$ cat config.mk
export PLATFORM = sky130hd
export DESIGN_NAME = pcm_slot_port
export DESIGN_NICKNAME = d
export VERILOG_FILES = /design/src/rtl/pcm_pkg.sv /design/src/rtl/pcm_edge_sync.sv /design/src/rtl/pcm_tx_slot.sv /design/src/rtl/pcm_rx_slot.sv /design/src/rtl/pcm_mute_timer.sv /design/src/rtl/pcm_slot_port.sv
export SDC_FILE = /design/constraint.sdc
export NUM_CORES = 1
export LEC_CHECK = 0
export ABC_AREA = 0
export ABC_CLOCK_PERIOD_IN_PS = 1900
export BUFFER_PORTS_ARGS = -buffer_cell sky130_fd_sc_hd__buf_4
export CAP_MARGIN = 20
export CORE_UTILIZATION = 25
export DETAILED_ROUTE_END_ITERATION = 6
export HOLD_SLACK_MARGIN = 0.15
export REMOVE_ABC_BUFFERS = 1
export SYNTH_ARGS = -nofsm -noshare
export SYNTH_HDL_FRONTEND = slang
export SYNTH_SLANG_ARGS = --single-unit
$ cat constraint.sdc
create_clock -name clk -period 1.9 [get_ports clk]
set_input_delay 0.095 -clock clk [delete_from_list [all_inputs] [get_ports clk]]
set_output_delay 0.095 -clock clk [all_outputs]
set_load 0.05 [all_outputs]
$ cat src/rtl/pcm_pkg.sv
`timescale 1ns/1ps
package pcm_pkg;
  // positions of the raw serial pins in the synchronizer vector
  localparam int PIN_BCLK_TX = 0;
  localparam int PIN_BCLK_RX = 1;
  localparam int PIN_FS_TX   = 2;
  localparam int PIN_FS_RX   = 3;
  localparam int PIN_DR      = 4;
  localparam int PIN_COUNT   = 5;

  // transmit slot phases
  typedef enum logic [1:0] {
    TXS_IDLE  = 2'd0,
    TXS_SHIFT = 2'd1,
    TXS_HOLD  = 2'd2
  } tx_phase_t;
endpackage

$ cat src/rtl/pcm_edge_sync.sv
`timescale 1ns/1ps
module pcm_edge_sync #(
  parameter int W      = 5,
  parameter int STAGES = 2
) (
  input  logic         clk,
  input  logic         rst_n,
  input  logic [W-1:0] pin_raw,
  output logic [W-1:0] pin_lvl,
  output logic [W-1:0] pin_prv
);
  // one flop chain per pin; the extra last stage gives the previous level
  for (genvar g = 0; g < W; g++) begin : g_pin
    logic [STAGES:0] chain;
    always_ff @(posedge clk or negedge rst_n) begin
      if (!rst_n) chain <= '0;
      else        chain <= {chain[STAGES-1:0], pin_raw[g]};
    end
    assign pin_lvl[g] = chain[STAGES-1];
    assign pin_prv[g] = chain[STAGES];
  end
endmodule

$ cat src/rtl/pcm_tx_slot.sv
`timescale 1ns/1ps
module pcm_tx_slot
  import pcm_pkg::*;
#(
  parameter int              SW        = 8,
  parameter logic [SW-1:0]   IDLE_CODE = '1
) (
  input  logic          clk,
  input  logic          rst_n,
  input  logic [SW-1:0] in_data,
  input  logic          in_valid,
  output logic          in_ready,
  input  logic          bclk_rise,
  input  logic          bclk_fall,
  input  logic          fs_rise,
  input  logic          fs_lvl,
  output logic          dx,
  output logic          dx_oe
);
  localparam int CW = $clog2(SW + 1);

  logic [SW-1:0] hold_q;
  logic          hold_full;
  logic [SW-1:0] shift_q;
  logic [CW-1:0] bits_q;
  tx_phase_t     phase_q;
  logic          oe_q;
  logic          take;

  assign in_ready = ~hold_full;
  assign take     = in_valid & ~hold_full;

  // holding buffer: drained by frame sync, filled by the stream
  always_ff @(posedge clk or negedge rst_n) begin
    if (!rst_n) begin
      hold_q    <= '0;
      hold_full <= 1'b0;
    end else begin
      if (take) hold_q <= in_data;
      hold_full <= (hold_full & ~fs_rise) | take;
    end
  end

  // slot sequencer
  always_ff @(posedge clk or negedge rst_n) begin
    if (!rst_n) begin
      shift_q <= '0;
      bits_q  <= '0;
      phase_q <= TXS_IDLE;
      oe_q    <= 1'b0;
    end else if (fs_rise) begin
      shift_q <= hold_full ? hold_q : IDLE_CODE;
      bits_q  <= '0;
      phase_q <= TXS_SHIFT;
      oe_q    <= 1'b0;
    end else begin
      case (phase_q)
        TXS_SHIFT: begin
          if (bclk_rise && bits_q != CW'(SW)) begin
            if (bits_q != '0) shift_q <= {shift_q[SW-2:0], 1'b0};
            oe_q   <= 1'b1;
            bits_q <= bits_q + 1'b1;
          end
          if (bclk_fall && bits_q == CW'(SW)) phase_q <= TXS_HOLD;
        end
        TXS_HOLD: begin
          if (!fs_lvl) begin
            oe_q    <= 1'b0;
            phase_q <= TXS_IDLE;
          end
        end
        default: phase_q <= TXS_IDLE;
      endcase
    end
  end

  assign dx    = oe_q & shift_q[SW-1];
  assign dx_oe = oe_q;
endmodule

$ cat src/rtl/pcm_rx_slot.sv
`timescale 1ns/1ps
module pcm_rx_slot #(
  parameter int SW        = 8,
  parameter int DEC_DELAY = 500
) (
  input  logic          clk,
  input  logic          rst_n,
  input  logic          bclk_fall,
  input  logic          fs_rise,
  input  logic          dr_lvl,
  output logic [SW-1:0] out_data,
  output logic          out_valid,
  input  logic          out_ready
);
  localparam int RCW = $clog2(SW);
  localparam int DW  = $clog2(DEC_DELAY + 1);

  logic [SW-1:0]  shift_q;
  logic [RCW-1:0] bits_q;
  logic           open_q;
  logic           slot_end;
  logic [SW-1:0]  byte_now;
  logic [SW-1:0]  pend_q;
  logic [DW-1:0]  wait_q;
  logic           fire;
  logic [SW-1:0]  data_q;
  logic           valid_q;

  assign byte_now = {shift_q[SW-2:0], dr_lvl};
  assign slot_end = open_q & ~fs_rise & bclk_fall & (bits_q == RCW'(SW - 1));

  // capture: frame sync restarts the slot and discards partial bits
  always_ff @(posedge clk or negedge rst_n) begin
    if (!rst_n) begin
      shift_q <= '0;
      bits_q  <= '0;
      open_q  <= 1'b0;
    end else if (fs_rise) begin
      bits_q <= '0;
      open_q <= 1'b1;
    end else if (open_q && bclk_fall) begin
      shift_q <= byte_now;
      bits_q  <= bits_q + 1'b1;
      if (bits_q == RCW'(SW - 1)) open_q <= 1'b0;
    end
  end

  // decoder update timer
  always_ff @(posedge clk or negedge rst_n) begin
    if (!rst_n) begin
      pend_q <= '0;
      wait_q <= '0;
    end else if (slot_end) begin
      pend_q <= byte_now;
      wait_q <= DW'(DEC_DELAY);
    end else if (wait_q != '0) begin
      wait_q <= wait_q - 1'b1;
    end
  end
  assign fire = ~slot_end & (wait_q == DW'(1));

  // output stage with hold-until-taken
  always_ff @(posedge clk or negedge rst_n) begin
    if (!rst_n) begin
      data_q  <= '0;
      valid_q <= 1'b0;
    end else if (fire) begin
      data_q  <= pend_q;
      valid_q <= 1'b1;
    end else if (valid_q && out_ready) begin
      valid_q <= 1'b0;
    end
  end

  assign out_data  = data_q;
  assign out_valid = valid_q;
endmodule

$ cat src/rtl/pcm_mute_timer.sv
`timescale 1ns/1ps
module pcm_mute_timer #(
  parameter int MUTE_CYCLES = 500000
) (
  input  logic clk,
  input  logic rst_n,
  output logic muted
);
  localparam int MW = $clog2(MUTE_CYCLES + 1);
  logic [MW-1:0] cnt_q;

  always_ff @(posedge clk or negedge rst_n) begin
    if (!rst_n)                      cnt_q <= '0;
    else if (cnt_q != MW'(MUTE_CYCLES)) cnt_q <= cnt_q + 1'b1;
  end
  assign muted = (cnt_q != MW'(MUTE_CYCLES));
endmodule

$ cat src/rtl/pcm_slot_port.sv
`timescale 1ns/1ps
module pcm_slot_port
  import pcm_pkg::*;
#(
  parameter int                  SAMPLE_W    = 8,
  parameter int                  SYNC_STAGES = 2,
  parameter int                  DEC_DELAY   = 500,
  parameter int                  MUTE_CYCLES = 500000,
  parameter logic [SAMPLE_W-1:0] IDLE_CODE   = '1,
  parameter logic [SAMPLE_W-1:0] MUTE_CODE   = '1
) (
  input  logic                clk,
  input  logic                rst_n,
  input  logic                sync_mode,
  input  logic                bclk_tx,
  input  logic                fs_tx,
  output logic                dx,
  output logic                dx_oe,
  output logic                tsx_n,
  input  logic [SAMPLE_W-1:0] tx_data,
  input  logic                tx_valid,
  output logic                tx_ready,
  input  logic                bclk_rx,
  input  logic                fs_rx,
  input  logic                dr,
  output logic [SAMPLE_W-1:0] rx_data,
  output logic                rx_valid,
  input  logic                rx_ready,
  output logic                rx_mute
);
  logic [PIN_COUNT-1:0] pin_raw;
  logic [PIN_COUNT-1:0] pin_lvl;
  logic [PIN_COUNT-1:0] pin_prv;

  assign pin_raw[PIN_BCLK_TX] = bclk_tx;
  assign pin_raw[PIN_BCLK_RX] = bclk_rx;
  assign pin_raw[PIN_FS_TX]   = fs_tx;
  assign pin_raw[PIN_FS_RX]   = fs_rx;
  assign pin_raw[PIN_DR]      = dr;

  pcm_edge_sync #(.W(PIN_COUNT), .STAGES(SYNC_STAGES)) u_sync (
    .clk     (clk),
    .rst_n   (rst_n),
    .pin_raw (pin_raw),
    .pin_lvl (pin_lvl),
    .pin_prv (pin_prv)
  );

  logic tx_bclk_rise, tx_bclk_fall, tx_fs_rise, tx_fs_lvl;
  logic rx_bclk_fall, rx_fs_rise;
  logic unused_dr_prev;

  assign tx_bclk_rise   =  pin_lvl[PIN_BCLK_TX] & ~pin_prv[PIN_BCLK_TX];
  assign tx_bclk_fall   = ~pin_lvl[PIN_BCLK_TX] &  pin_prv[PIN_BCLK_TX];
  assign tx_fs_rise     =  pin_lvl[PIN_FS_TX]   & ~pin_prv[PIN_FS_TX];
  assign tx_fs_lvl      =  pin_lvl[PIN_FS_TX];
  assign rx_fs_rise     =  pin_lvl[PIN_FS_RX]   & ~pin_prv[PIN_FS_RX];
  assign rx_bclk_fall   = sync_mode ? tx_bclk_fall
                                    : (~pin_lvl[PIN_BCLK_RX] & pin_prv[PIN_BCLK_RX]);
  assign unused_dr_prev = pin_prv[PIN_DR];

  pcm_tx_slot #(.SW(SAMPLE_W), .IDLE_CODE(IDLE_CODE)) u_tx (
    .clk       (clk),
    .rst_n     (rst_n),
    .in_data   (tx_data),
    .in_valid  (tx_valid),
    .in_ready  (tx_ready),
    .bclk_rise (tx_bclk_rise),
    .bclk_fall (tx_bclk_fall),
    .fs_rise   (tx_fs_rise),
    .fs_lvl    (tx_fs_lvl),
    .dx        (dx),
    .dx_oe     (dx_oe)
  );
  assign tsx_n = ~dx_oe;

  logic [SAMPLE_W-1:0] rx_byte;
  pcm_rx_slot #(.SW(SAMPLE_W), .DEC_DELAY(DEC_DELAY)) u_rx (
    .clk       (clk),
    .rst_n     (rst_n),
    .bclk_fall (rx_bclk_fall),
    .fs_rise   (rx_fs_rise),
    .dr_lvl    (pin_lvl[PIN_DR]),
    .out_data  (rx_byte),
    .out_valid (rx_valid),
    .out_ready (rx_ready)
  );

  pcm_mute_timer #(.MUTE_CYCLES(MUTE_CYCLES)) u_mute (
    .clk   (clk),
    .rst_n (rst_n),
    .muted (rx_mute)
  );
  assign rx_data = rx_mute ? MUTE_CODE : rx_byte;
endmodule

==> results.txt, run 1 <==
----------------------------------------------------
[Worst setup path]
  Worst setup EP type ... output pin
  Buffer and inverter count on the worst path ... 2
  Critical path's largest stage delay ... 0.42 ns
  Worst setup path class ... flop to output pin
  Critical path startpoint ... u_mute.cnt_q[6]
  Setup crit start kind ... flop
  Top cell by count, worst path ... sky130_fd_sc_hd__buf_6
  Setup slack of the most critical reg-to-reg path ... 0.13 ns
  Highest fanout seen on the critical path ... 8
  Capture instance of the worst register-to-register path ... u_rx.out_data[7]
  Data required time of the critical path ... 1.80 ns
  Cell family with the largest share of critical-path delay ... simple AND/OR/NAND/NOR gates
  Critical path's slowest cell ... sky130_fd_sc_hd__dfrtp_1
  Cells traversed along the worst timing path ... nor4b_2 -> nand4b_1 -> nor3_4 -> buf_6 -> nand2b_4 -> buf_6
  Start of the worst register-to-register path ... u_rx.wait_q[7]
  Register-to-Register Path Depth ... 4
  Destination of the critical timing path ... rx_data[3]
  Stages on worst setup path ... 6
  Worst EP arrival ... 1.89 ns

[Power and ir drop]
  Maximum VDD drop ... 0.475 mV
  Power share of the clock group ... 0.353
  Share of power burned in combinational logic ... 0.135
  Switch Pwr ... 1290 uW
  Proportion of total power due to net switching ... 0.262
  Part of the power in registers ... 0.511
  Ratio of total power to cell area ... 963 nW/um^2
  Static Leak ... 0.00229 uW
  Cell internal pwr ... 3650 uW

[Timing]
  Post-layout worst setup margin ... -0.0884 ns
  Hold Violations, Final ... 0
  Setup repair after global routing missed its margin ... yes
  Fmax ... 503 MHz
  Setup-violating endpoint count in the final report ... 9
  Fin crit period ... 1.99 ns
  Fin. max-slew vios ... 0
  Transition time at the pin with the least slew margin ... 0.482 ns
  Slew Limit Headroom ... 0.679
  Share of the clock period used by the worst path ... 1.05
  Setup skew after layout ... 0.00562 ns
  Setup_tns ... -0.680 ns

[Cells and area]
  Fraction of layout cells with a size suffix above 1 ... 0.279
  Final antenna diode count ... 0
  Synthesis-to-layout area growth ... 28.0%
  Net total in the final layout ... 420
  Finished Cell Area ... 5130 um^2
  FILL cells ... 1536
  Post-Route Utilization ... 0.333

[Floorplanning]
  I/O pin total ... 32
  Initial Utilization ... 0.260
  Die span in y ... 129 um
  Core outline area ... 15400 um^2
  X dimension of the die ... 129 um
  Rows ... 45
  DIE AREA ... 16600 um^2

[Synth]
  Top cell type by total area after synthesis ... sky130_fd_sc_hd__dfrtp_1
  Synth warn ... 0
  Mean instance size in the synthesized netlist ... 12.3 um^2
  Cell count after synthesis ... 327
  Distinct cell type count of the synthesized netlist ... 48
  Area of the mapped netlist ... 4010 um^2
  Synth top cells by count ... 94 x sky130_fd_sc_hd__dfrtp_1, 32 x sky130_fd_sc_hd__mux2_2, 20 x sky130_fd_sc_hd__nand2_1, 19 x sky130_fd_sc_hd__nor2_1, 19 x sky130_fd_sc_hd__o21ai_0
  Area contributors post-synth ... sky130_fd_sc_hd__dfrtp_1 59%, sky130_fd_sc_hd__mux2_2 9.0%, sky130_fd_sc_hd__xnor2_1 3.3%
  Fraction of registers with async set or reset after synthesis ... 1.00
  Prevailing post-synth register cell ... sky130_fd_sc_hd__dfrtp_1
  Portion of the post-synthesis area used by sequential elements ... 0.587
  Area share of the leading cell type in the synthesized netlist ... 0.587
  Post-synth EDFFs ... 0
  Register bit count reported by yosys ... 94
  Most common cell in the netlist ... sky130_fd_sc_hd__dfrtp_1

[Placed design]
  Total cell area at the placement stage ... 4550 um^2
  HPWL after detailed placement ... 5110 um
  Routability Congestion ... 0.747
  Buffers on Ports ... 31

[Route]
  TritonRoute pass-1 iters ... 4
  DRT antenna net count ... 0
  DR vias ... 2590
  Final Routed Wirelength ... 7380 um
  Drt wl/cell ... 12.1 um
  Post-detailed-route DRC marker count ... 0
  Number of DRC markers in iteration 0 ... 107
  Vias per cell ... 4.25

[GRT]
  Via count of the first global-routing pass ... 2688
  Initial antenna violation count ... 0
  Wire length of the first global-routing pass ... 12600 um
  Total global routing track utilization ... 0.0986
  Overflow after GRT ... 0
  Maximum number of pins on one net before global-route repair ... 47

[CTS]
  Max Root-Sink Buffers ... 2
  Register clock-pin slew on the reported worst setup and hold paths ... 0.06 ns
  TritonCTS Sinks ... 94
  H-Tree Depth ... 3
  Root buffer cell ... sky130_fd_sc_hd__clkbuf_16
  Clock tree from TritonCTS ... built
  Worst-Skew Late Latency ... 0.34 ns
  Number of buffers created by CTS ... 9

[Status]
  Violated checks ... setup timing
  Run status ... finished, violations left

[Flow run]
  Total of max-cap violations ... 0

[Hold path]
  Hold Crit Class ... primary input to async pin

----------------------------------------------------
repair_timing:
item,4_1_cts,5_1_grt
setup endpoints to repair,9,12
hold buffers,15,0
pin swaps,1,5
resized for setup,14,6
setup buffers,1,4
endpoints found under the hold margin,92,0
registers in the layout, summed over array words and instances, names as in the netlist:
signal and flops:
u_rx.bits_q 3, u_rx.pend_q 8, u_tx.shift_q 8, u_tx.bits_q 4, u_tx.dx_oe 1, u_rx.out_valid 1, u_rx.wait_q 9, u_tx.phase_q 2
u_mute.cnt_q 19, u_tx.hold_full 1, u_sync.g_pin.chain 14, u_rx.open_q 1, u_rx.shift_q 7, u_tx.hold_q 8, u_rx.out_data 8
worst min-delay path by stage:
stage / to / slack [ns]
after floorplan: u_mute.cnt_q[0] / -0.20
after global placement: u_mute.cnt_q[12] / 0.09
after detailed placement: u_mute.cnt_q[18] / 0.1
after CTS: u_tx.hold_full / 0.23
after global routing: u_mute.cnt_q[18] / 0.29
final: u_mute.cnt_q[14] / 0.26
area by class of cell:
| class | count | area (um^2) | area share |
|---|---|---|---|
| sequential | 94 | 2350 | 0.458 |
| timing repair buffer | 62 | 553 | 0.108 |
| clock buffer | 10 | 229 | 0.0446 |
| tap | 211 | 264 | 0.0514 |
| multi-input combinational | 213 | 1620 | 0.316 |
| inverter | 13 | 48.8 | 0.00951 |
| clock inverter | 6 | 62.6 | 0.0122 |
through the flow:
| stage | worst slack (ns) | instances | hold WS (ns) | total power (uW) |
|---|---|---|---|---|
| finish | -0.0884 | 609 | 0.257 | 4940 |
| global route | -0.234 | 609 | 0.289 | 5220 |
| CTS | -0.140 | 605 | 0.232 | 5020 |
| detailed placement | 0.114 | 573 | 0.0979 | 3220 |
| global placement | 0.171 | 573 | 0.0912 | 3180 |
| floorplan | 0.0755 | 320 | -0.201 | 2970 |
worst register-to-register path, delay by kind of cell (launching register included):
family / cells / cell delay [ns]
multiplexers: 1 / 0.37
AND/OR/NAND/NOR: 3 / 0.85
flip-flops: 1 / 0.43
placed cells by master (no fill, tap or decap), drive strengths merged, types with 3 or more instances in the layout:
master	count
or3	8
xor2	7
inv	13
clkinvlp	3
nor3	4
nor2b	4
mux2	32
o21ai	20
nand2	20
nand4	4
dlygate4sd3	15
mux2i	4
nor4	3
and4	3
a21oi	4
nand2b	16
buf	47
nor2	20
clkbuf	10
xnor2	15
nand3	15
dfrtp	94
ha	9
per-layer routing:
metal,up-vias,GRT usage,share of wire
li1,1269,-,-
met1,1271,0.125,0.49
met2,42,0.156,0.45
met3,8,0.0333,0.044
met4,0,0.0374,0.014
met5,-,0,0
logic make-up (layout without fill, tap and decap cells):
kind of cell    Yosys count  count (layout)  share of synthesized area
simple gates            111             111                      0.162
flops                    94              94                      0.587
mux                      36              36                     0.0998
compound gates           35              35                     0.0518
xor+xnor                 22              22                     0.0481
buf+inv                  20              91                     0.0240
fa+ha+maj                 9               9                     0.0281
power groups by stage:
stage / sequential, uW / combinational, uW / clock, uW
floorplan: 2510 / 455 / 0
global placement: 2550 / 632 / 0
detailed placement: 2570 / 655 / 0
CTS: 2530 / 683 / 1810
global route: 2570 / 764 / 1880
finish: 2530 / 669 / 1750
Power figures use the tool's default switching activity.
==> inputs of run 2 (changes only) <==
--- a/config.mk
+++ b/config.mk
@@ -10,6 +10,7 @@
 export BUFFER_PORTS_ARGS = -buffer_cell sky130_fd_sc_hd__buf_4
 export CAP_MARGIN = 20
 export CORE_UTILIZATION = 25
+export CTS_BUF_LIST = sky130_fd_sc_hd__clkbuf_2
 export DETAILED_ROUTE_END_ITERATION = 6
 export HOLD_SLACK_MARGIN = 0.15
 export REMOVE_ABC_BUFFERS = 1
==> results.txt, run 2 (same netlist as run 1, synthesis figures left out) <==
----------------------------------------------------
[Cells and area]
  Flip-flop count of the largest register after layout ... 19 (unchanged)
  Sequential cell area ... 2350 um^2 (about the same)
  Final antenna diode count ... 0 (unchanged)
  Finished Cell Area ... 5160 um^2 (+0.51%)
  Register with the most flip-flops ... u_mute.cnt_q
  Top library cells by usage in the layout, fill and taps aside ... 93 x sky130_fd_sc_hd__dfrtp_1, 40 x sky130_fd_sc_hd__buf_4, 32 x sky130_fd_sc_hd__mux2_2
  Multi-input gate area in the final layout ... 1620 um^2 (-0.39%)
  FILL cells ... 1552 (+1.0%)
  Largest registers ... u_mute.cnt_q (19), u_sync.g_pin.chain (14), u_rx.wait_q (9)
  Post-Route Utilization ... 0.334 (+0.00170)
  Fraction of layout cells with a size suffix above 1 ... 0.279 (+0.000342)
  Synthesis-to-layout area growth ... 28.7%
  Net total in the final layout ... 441 (+5.0%)
  Commonest non-fill, non-tap cell in the layout ... sky130_fd_sc_hd__dfrtp_1
  Non-filler cells in the finished layout ... 630 (+3.4%)

[Worst setup path]
  Worst setup EP type ... output pin
  Worst setup path class ... flop to output pin
  Register-to-Register Path Depth ... 4 (unchanged)
  Data required time of the critical path ... 1.80 ns (about the same)
  Cells traversed along the worst timing path ... nor4b_2 -> nand4b_1 -> nor3_4 -> buf_6 -> nand2b_4 -> buf_6
  Worst EP arrival ... 2.13 ns (+0.24 ns)
  Top cell by count, worst path ... sky130_fd_sc_hd__buf_6
  Capture instance of the worst register-to-register path ... u_rx.out_data[6]
  Setup slack of the most critical reg-to-reg path ... 0.13 ns (about the same)
  Highest fanout seen on the critical path ... 8 (unchanged)
  Critical path's largest stage delay ... 0.44 ns (+0.02 ns)
  Setup crit start kind ... flop
  Start of the worst register-to-register path ... u_rx.wait_q[6]
  Critical path's slowest cell ... sky130_fd_sc_hd__dfrtp_1

[Route]
  Drt wl/cell ... 12.2 um (+0.64%)
  DR vias ... 2685 (+3.7%)
  DRT antenna net count ... 0 (unchanged)
  TritonRoute pass-1 iters ... 4 (unchanged)
  Number of DRC markers in iteration 0 ... 96 (-10%)
  Vias per cell ... 4.26 (+0.21%)
  Post-detailed-route DRC marker count ... 0 (unchanged)
  Final Routed Wirelength ... 7680 um (+4.1%)

[Timing]
  Fmax ... 449 MHz (-11%)
  Post-layout worst setup margin ... -0.329 ns (-0.240 ns)
  Setup-violating endpoint count in the final report ... 9 (unchanged)
  Setup repair after global routing missed its margin ... yes
  Hold Violations, Final ... 0 (unchanged)
  Setup skew after layout ... 0.0198 ns (+0.0142 ns)
  Transition time at the pin with the least slew margin ... 0.476 ns (-0.00575 ns)
  Worst slack on hold paths ... 0.262 ns (+0.00515 ns)
  Share of the clock period used by the worst path ... 1.17 (+0.127)
  Fin. max-slew vios ... 0 (unchanged)
  Fin crit period ... 2.23 ns (+0.240 ns)
  Slew Limit Headroom ... 0.682 (+0.00351)

[Hold path]
  Hold Crit Class ... primary input to flop
  Hold Path Depth ... 3
  Worst hold path startpoint ... rx_ready
  Hold path endpoint ... u_rx.out_valid

[GRT]
  Total global routing track utilization ... 0.102 (+0.00325)
  Maximum number of pins on one net before global-route repair ... 47 (unchanged)
  Initial antenna violation count ... 0 (unchanged)
  Via count of the first global-routing pass ... 2767 (+2.9%)
  Overflow after GRT ... 0 (unchanged)
  Wire length of the first global-routing pass ... 13000 um (+2.9%)

[Placed design]
  HPWL after detailed placement ... 5110 um (unchanged)
  Number of cells in the design after placement ... 573 (unchanged)
  Buffers on Ports ... 31 (unchanged)
  Post-Place Setup Slack ... 0.114 ns (unchanged)
  Total cell area at the placement stage ... 4550 um^2 (unchanged)
  Routability Congestion ... 0.747 (unchanged)

[Floorplanning]
  Initial Utilization ... 0.260 (unchanged)
  X dimension of the die ... 129 um (unchanged)
  Die span in y ... 129 um (unchanged)
  Core outline area ... 15400 um^2 (unchanged)
  DIE AREA ... 16600 um^2 (unchanged)
  I/O pin total ... 32 (unchanged)
  Rows ... 45 (unchanged)

[Power and ir drop]
  Ratio of total power to cell area ... 827 nW/um^2 (-14%)
  Static Leak ... 0.00232 uW (+1.2%)
  Maximum VDD drop ... 0.383 mV (-19%)

[CTS]
  TritonCTS Sinks ... 94 (unchanged)
  Worst-Skew Late Latency ... 0.55 ns (+0.21 ns)
  Root buffer cell ... sky130_fd_sc_hd__clkbuf_2
  Number of buffers created by CTS ... 9 (unchanged)
  Register clock-pin slew on the reported worst setup and hold paths ... 0.24 ns (+0.18 ns)
  H-Tree Depth ... 3 (unchanged)
  Clock tree from TritonCTS ... built
  Max Root-Sink Buffers ... 2 (unchanged)

[Flow run]
  Total of max-cap violations ... 0 (unchanged)

[Status]
  Run status ... finished, violations left
  Violated checks ... setup timing

----------------------------------------------------
-- run 2: cell types whose count changed in the layout (fill, tap and decap cells not counted), sizes merged --
cell         previous run  this run
dlygate4sd3            15        31
buf                    47        52
-- run 2: metrics by stage --
stage | total power (uW) | TNS (ns)
6_report | 4270 | -2.84
3_5_place_dp | 3220 | 0
3_3_place_gp | 3180 | 0
2_1_floorplan | 2970 | 0
4_1_cts | 4330 | -3.73
5_1_grt | 4540 | -4.62
-- run 2: final cells by class --
| class | count | area share |
|---|---|---|
| Sequential cell | 94 | 0.456 |
| Multi-Input combinational cell | 213 | 0.314 |
| Timing Repair Buffer | 83 | 0.148 |
| Tap cell | 211 | 0.0512 |
| Clock inverter | 6 | 0.0121 |
| Clock buffer | 10 | 0.00970 |
| Inverter | 13 | 0.00946 |
-- run 2: timing repair --
item	CTS	global route
hold endpoints to repair	114	0
setup buffers	4	5
pin swaps	1	5
gates resized for setup	14	6
endpoints found under the setup margin	9	17
hold buffers	32	0
-- run 2: worst max-delay path by stage --
stage	start	slack (ns)	cells past startpoint	endpoint
after floorplan	u_mute.cnt_q[0]	0.08	6	rx_data[0]
after global placement	u_rx.wait_q[5]	0.17	4	u_rx.out_data[0]
after detailed placement	u_rx.wait_q[5]	0.11	4	u_rx.out_data[7]
after CTS	u_mute.cnt_q[0]	-0.44	8	rx_data[5]
after global routing	u_mute.cnt_q[11]	-0.53	6	rx_data[6]
final	u_mute.cnt_q[6]	-0.33	6	rx_data[3]
-- run 2: layer usage --
metal	track usage	share of wire	vias to the layer above
met5	0	0	-
met4	0.0374	0.015	0
met3	0.0320	0.043	9
met2	0.165	0.47	45
met1	0.127	0.47	1322
li1	-	-	1309
-- run 2: power by group --
group | internal (uW) | leakage (uW) | switching (uW)
logic | 425 | 0.00108 | 359
registers | 2300 | 0.00118 | 224
clock network | 302 | 0.0000639 | 654
total | 3030 | 0.00232 | 1240
-- run 2: critical path, delay by kind of cell (launching register included) --
family | cells | cell delay, ns
and+or+nand+nor | 4 | 0.80
DFF | 1 | 0.44
buffers and inverters | 2 | 0.36
==> inputs of run 3 (changes only) <==
--- a/config.mk
+++ b/config.mk
@@ -6,7 +6,7 @@
 export NUM_CORES = 1
 export LEC_CHECK = 0
 export ABC_AREA = 0
-export ABC_CLOCK_PERIOD_IN_PS = 1900
+export ABC_CLOCK_PERIOD_IN_PS = 2200
 export BUFFER_PORTS_ARGS = -buffer_cell sky130_fd_sc_hd__buf_4
 export CAP_MARGIN = 20
 export CORE_UTILIZATION = 25
==> constraint.sdc (replaced) <==
create_clock -name clk -period 2.2 [get_ports clk]
set_input_delay 0.11 -clock clk [delete_from_list [all_inputs] [get_ports clk]]
set_output_delay 0.11 -clock clk [all_outputs]
set_load 0.05 [all_outputs]
==> results.txt, run 3 (same netlist as run 1, synthesis figures left out) <==
----------------------------------------------------
[Timing]
  Setup-violating endpoint count in the final report ... 9 (unchanged)
  Transition time at the pin with the least slew margin ... 0.572 ns (+0.0957 ns)
  Fin crit period ... 2.29 ns
  Setup skew after layout ... 0.0234 ns (+0.00359 ns)
  Hold Violations, Final ... 0 (unchanged)
  Fin. max-slew vios ... 0 (unchanged)
  Post-layout worst setup margin ... -0.0887 ns (+0.240 ns)
  Share of the clock period used by the worst path ... 1.04
  Slew Limit Headroom ... 0.616 (-0.0664)
  Setup repair after global routing missed its margin ... yes
  Fmax ... 437 MHz

[Worst setup path]
  Setup slack of the most critical reg-to-reg path ... 0.26 ns (+0.13 ns)
  Worst setup EP type ... output pin
  Setup crit start kind ... flop
  Data required time of the critical path ... 2.09 ns (+0.29 ns)
  Highest fanout seen on the critical path ... 9 (+1)
  Worst setup path class ... flop to output pin
  Critical path startpoint ... u_mute.cnt_q[2]
  Start of the worst register-to-register path ... u_rx.bits_q[0]
  Worst EP arrival ... 2.18 ns (+0.05 ns)

[Cells and area]
  FILL cells ... 1591 (+2.5%)
  Top library cells by usage in the layout, fill and taps aside ... 94 x sky130_fd_sc_hd__dfrtp_1, 32 x sky130_fd_sc_hd__mux2_2, 30 x sky130_fd_sc_hd__dlygate4sd3_1, 30 x sky130_fd_sc_hd__buf_4, 20 x sky130_fd_sc_hd__nand2_1
  Fraction of layout cells with a size suffix above 1 ... 0.240 (-0.0390)
  Flip-flop count of the largest register after layout ... 19 (unchanged)
  Final antenna diode count ... 0 (unchanged)
  Largest registers ... u_mute.cnt_q (19), u_sync.g_pin.chain (14), u_rx.wait_q (9)
  Commonest non-fill, non-tap cell in the layout ... sky130_fd_sc_hd__dfrtp_1
  Synthesis-to-layout area growth ... 25.5%
  Net total in the final layout ... 430 (-2.5%)
  Post-Route Utilization ... 0.326 (-0.00835)
  Register with the most flip-flops ... u_mute.cnt_q

[Placed design]
  Buffers on Ports ... 31 (unchanged)
  HPWL after detailed placement ... 5080 um (-0.55%)
  Routability Congestion ... 0.773 (+3.5%)

[Power and ir drop]
  Ratio of total power to cell area ... 731 nW/um^2 (-12%)
  Static Leak ... 0.00226 uW (-2.7%)
  Maximum VDD drop ... 0.440 mV (+15%)
  Total power after layout ... 3680 uW (-14%)

[GRT]
  Overflow after GRT ... 0 (unchanged)
  Total global routing track utilization ... 0.101 (-0.000440)
  Wire length of the first global-routing pass ... 13000 um (unchanged)
  Via count of the first global-routing pass ... 2760 (-0.25%)
  Maximum number of pins on one net before global-route repair ... 52 (+11%)
  Initial antenna violation count ... 0 (unchanged)

[CTS]
  TritonCTS Sinks ... 94 (unchanged)
  Register clock-pin slew on the reported worst setup and hold paths ... 0.24 ns (about the same)
  Root buffer cell ... sky130_fd_sc_hd__clkbuf_2
  Clock tree from TritonCTS ... built
  Worst-Skew Late Latency ... 0.57 ns (+0.02 ns)
  Number of buffers created by CTS ... 9 (unchanged)
  Max Root-Sink Buffers ... 2 (unchanged)
  H-Tree Depth ... 3 (unchanged)

[Floorplanning]
  Core outline area ... 15400 um^2 (unchanged)
  Die span in y ... 129 um (unchanged)
  Rows ... 45 (unchanged)
  Initial Utilization ... 0.260 (unchanged)
  I/O pin total ... 32 (unchanged)
  DIE AREA ... 16600 um^2 (unchanged)
  X dimension of the die ... 129 um (unchanged)

[Route]
  TritonRoute pass-1 iters ... 4 (unchanged)
  DRT antenna net count ... 0 (unchanged)
  Number of DRC markers in iteration 0 ... 88 (-8.3%)
  Vias per cell ... 4.24 (-0.50%)
  Post-detailed-route DRC marker count ... 0 (unchanged)
  Final Routed Wirelength ... 7590 um (-1.2%)
  DR vias ... 2625 (-2.2%)
  Drt wl/cell ... 12.3 um (+0.57%)

[Status]
  Run status ... finished, violations left
  Violated checks ... setup timing

[Hold path]
  Worst hold path startpoint ... rx_ready
  Hold Crit Class ... primary input to flop

[Flow run]
  Total of max-cap violations ... 0 (unchanged)

----------------------------------------------------
-- run 3: cell types whose count changed in the layout (fill, tap and decap cells not counted), moves of 2 or more --
cell,previous run,this run
sky130_fd_sc_hd__clkinv_1,0,2
sky130_fd_sc_hd__nand2b_1,11,16
sky130_fd_sc_hd__buf_4,40,30
sky130_fd_sc_hd__nand2b_4,5,0
sky130_fd_sc_hd__clkinv_2,2,0
-- run 3: final timing paths --
kind | to | cells after the start
max reg2reg | u_rx.out_data[2] | 5
min | u_rx.out_valid | 3
min reg2reg | u_sync.g_pin[1].chain[1] | 0
min in group asynchronous | u_rx.pend_q[4] | 4
max in group asynchronous | u_tx.shift_q[5] | 4
max | rx_data[4] | 6
-- run 3: power by group --
group	switching (uW)	internal, uW
clock	572	262
sequential	194	1990
combinational	305	354
-- run 3: metrics by stage --
step	setup TNS, ns	hold slack (ns)	cell area (um^2)	setup WS, ns	instances
final	-0.451	0.251	5030	-0.0887	619
after floorplan	0	-0.186	3960	0.360	320
after detailed placement	0	0.152	4510	0.278	567
after global placement	0	0.141	4510	0.295	567
after CTS	-1.22	0.181	5010	-0.168	617
after global routing	-1.96	0.188	5030	-0.243	619
-- run 3: cell type report --
| type | instances | area, um^2 | share of cell area |
|---|---|---|---|
| well taps | 211 | 264 | 0.0525 |
| clock inverters | 6 | 61.3 | 0.0122 |
| inverters | 13 | 48.8 | 0.00970 |
| flip-flops and latches | 94 | 2350 | 0.468 |
| multi-input cells | 213 | 1580 | 0.313 |
| repair buffers | 72 | 678 | 0.135 |
| clock buffers | 10 | 50.0 | 0.00995 |
-- run 3: timing repair --
item	4_1_cts	5_1_grt
pin swaps	1	0
hold endpoints to repair	112	0
setup buffers	3	2
gates resized for setup	12	1
endpoints found under the setup margin	9	10
cloned	0	0
hold buffers	31	0
-- run 3: critical path, stage by stage (launching register included) --
cell                       delay, ns
sky130_fd_sc_hd__dfrtp_1        0.52
sky130_fd_sc_hd__nor4bb_2       0.31
sky130_fd_sc_hd__nand2_1        0.12
sky130_fd_sc_hd__nor3_4         0.20
sky130_fd_sc_hd__buf_6          0.16
sky130_fd_sc_hd__nand2b_1       0.11
sky130_fd_sc_hd__buf_6          0.17
-- run 3: metal layers --
metal | share of wire | global-route usage | vias up
met5 | 0 | 0 | -
met4 | 0.013 | 0.0332 | 0
met3 | 0.042 | 0.0345 | 9
met2 | 0.47 | 0.164 | 42
met1 | 0.48 | 0.127 | 1283
li1 | - | - | 1291
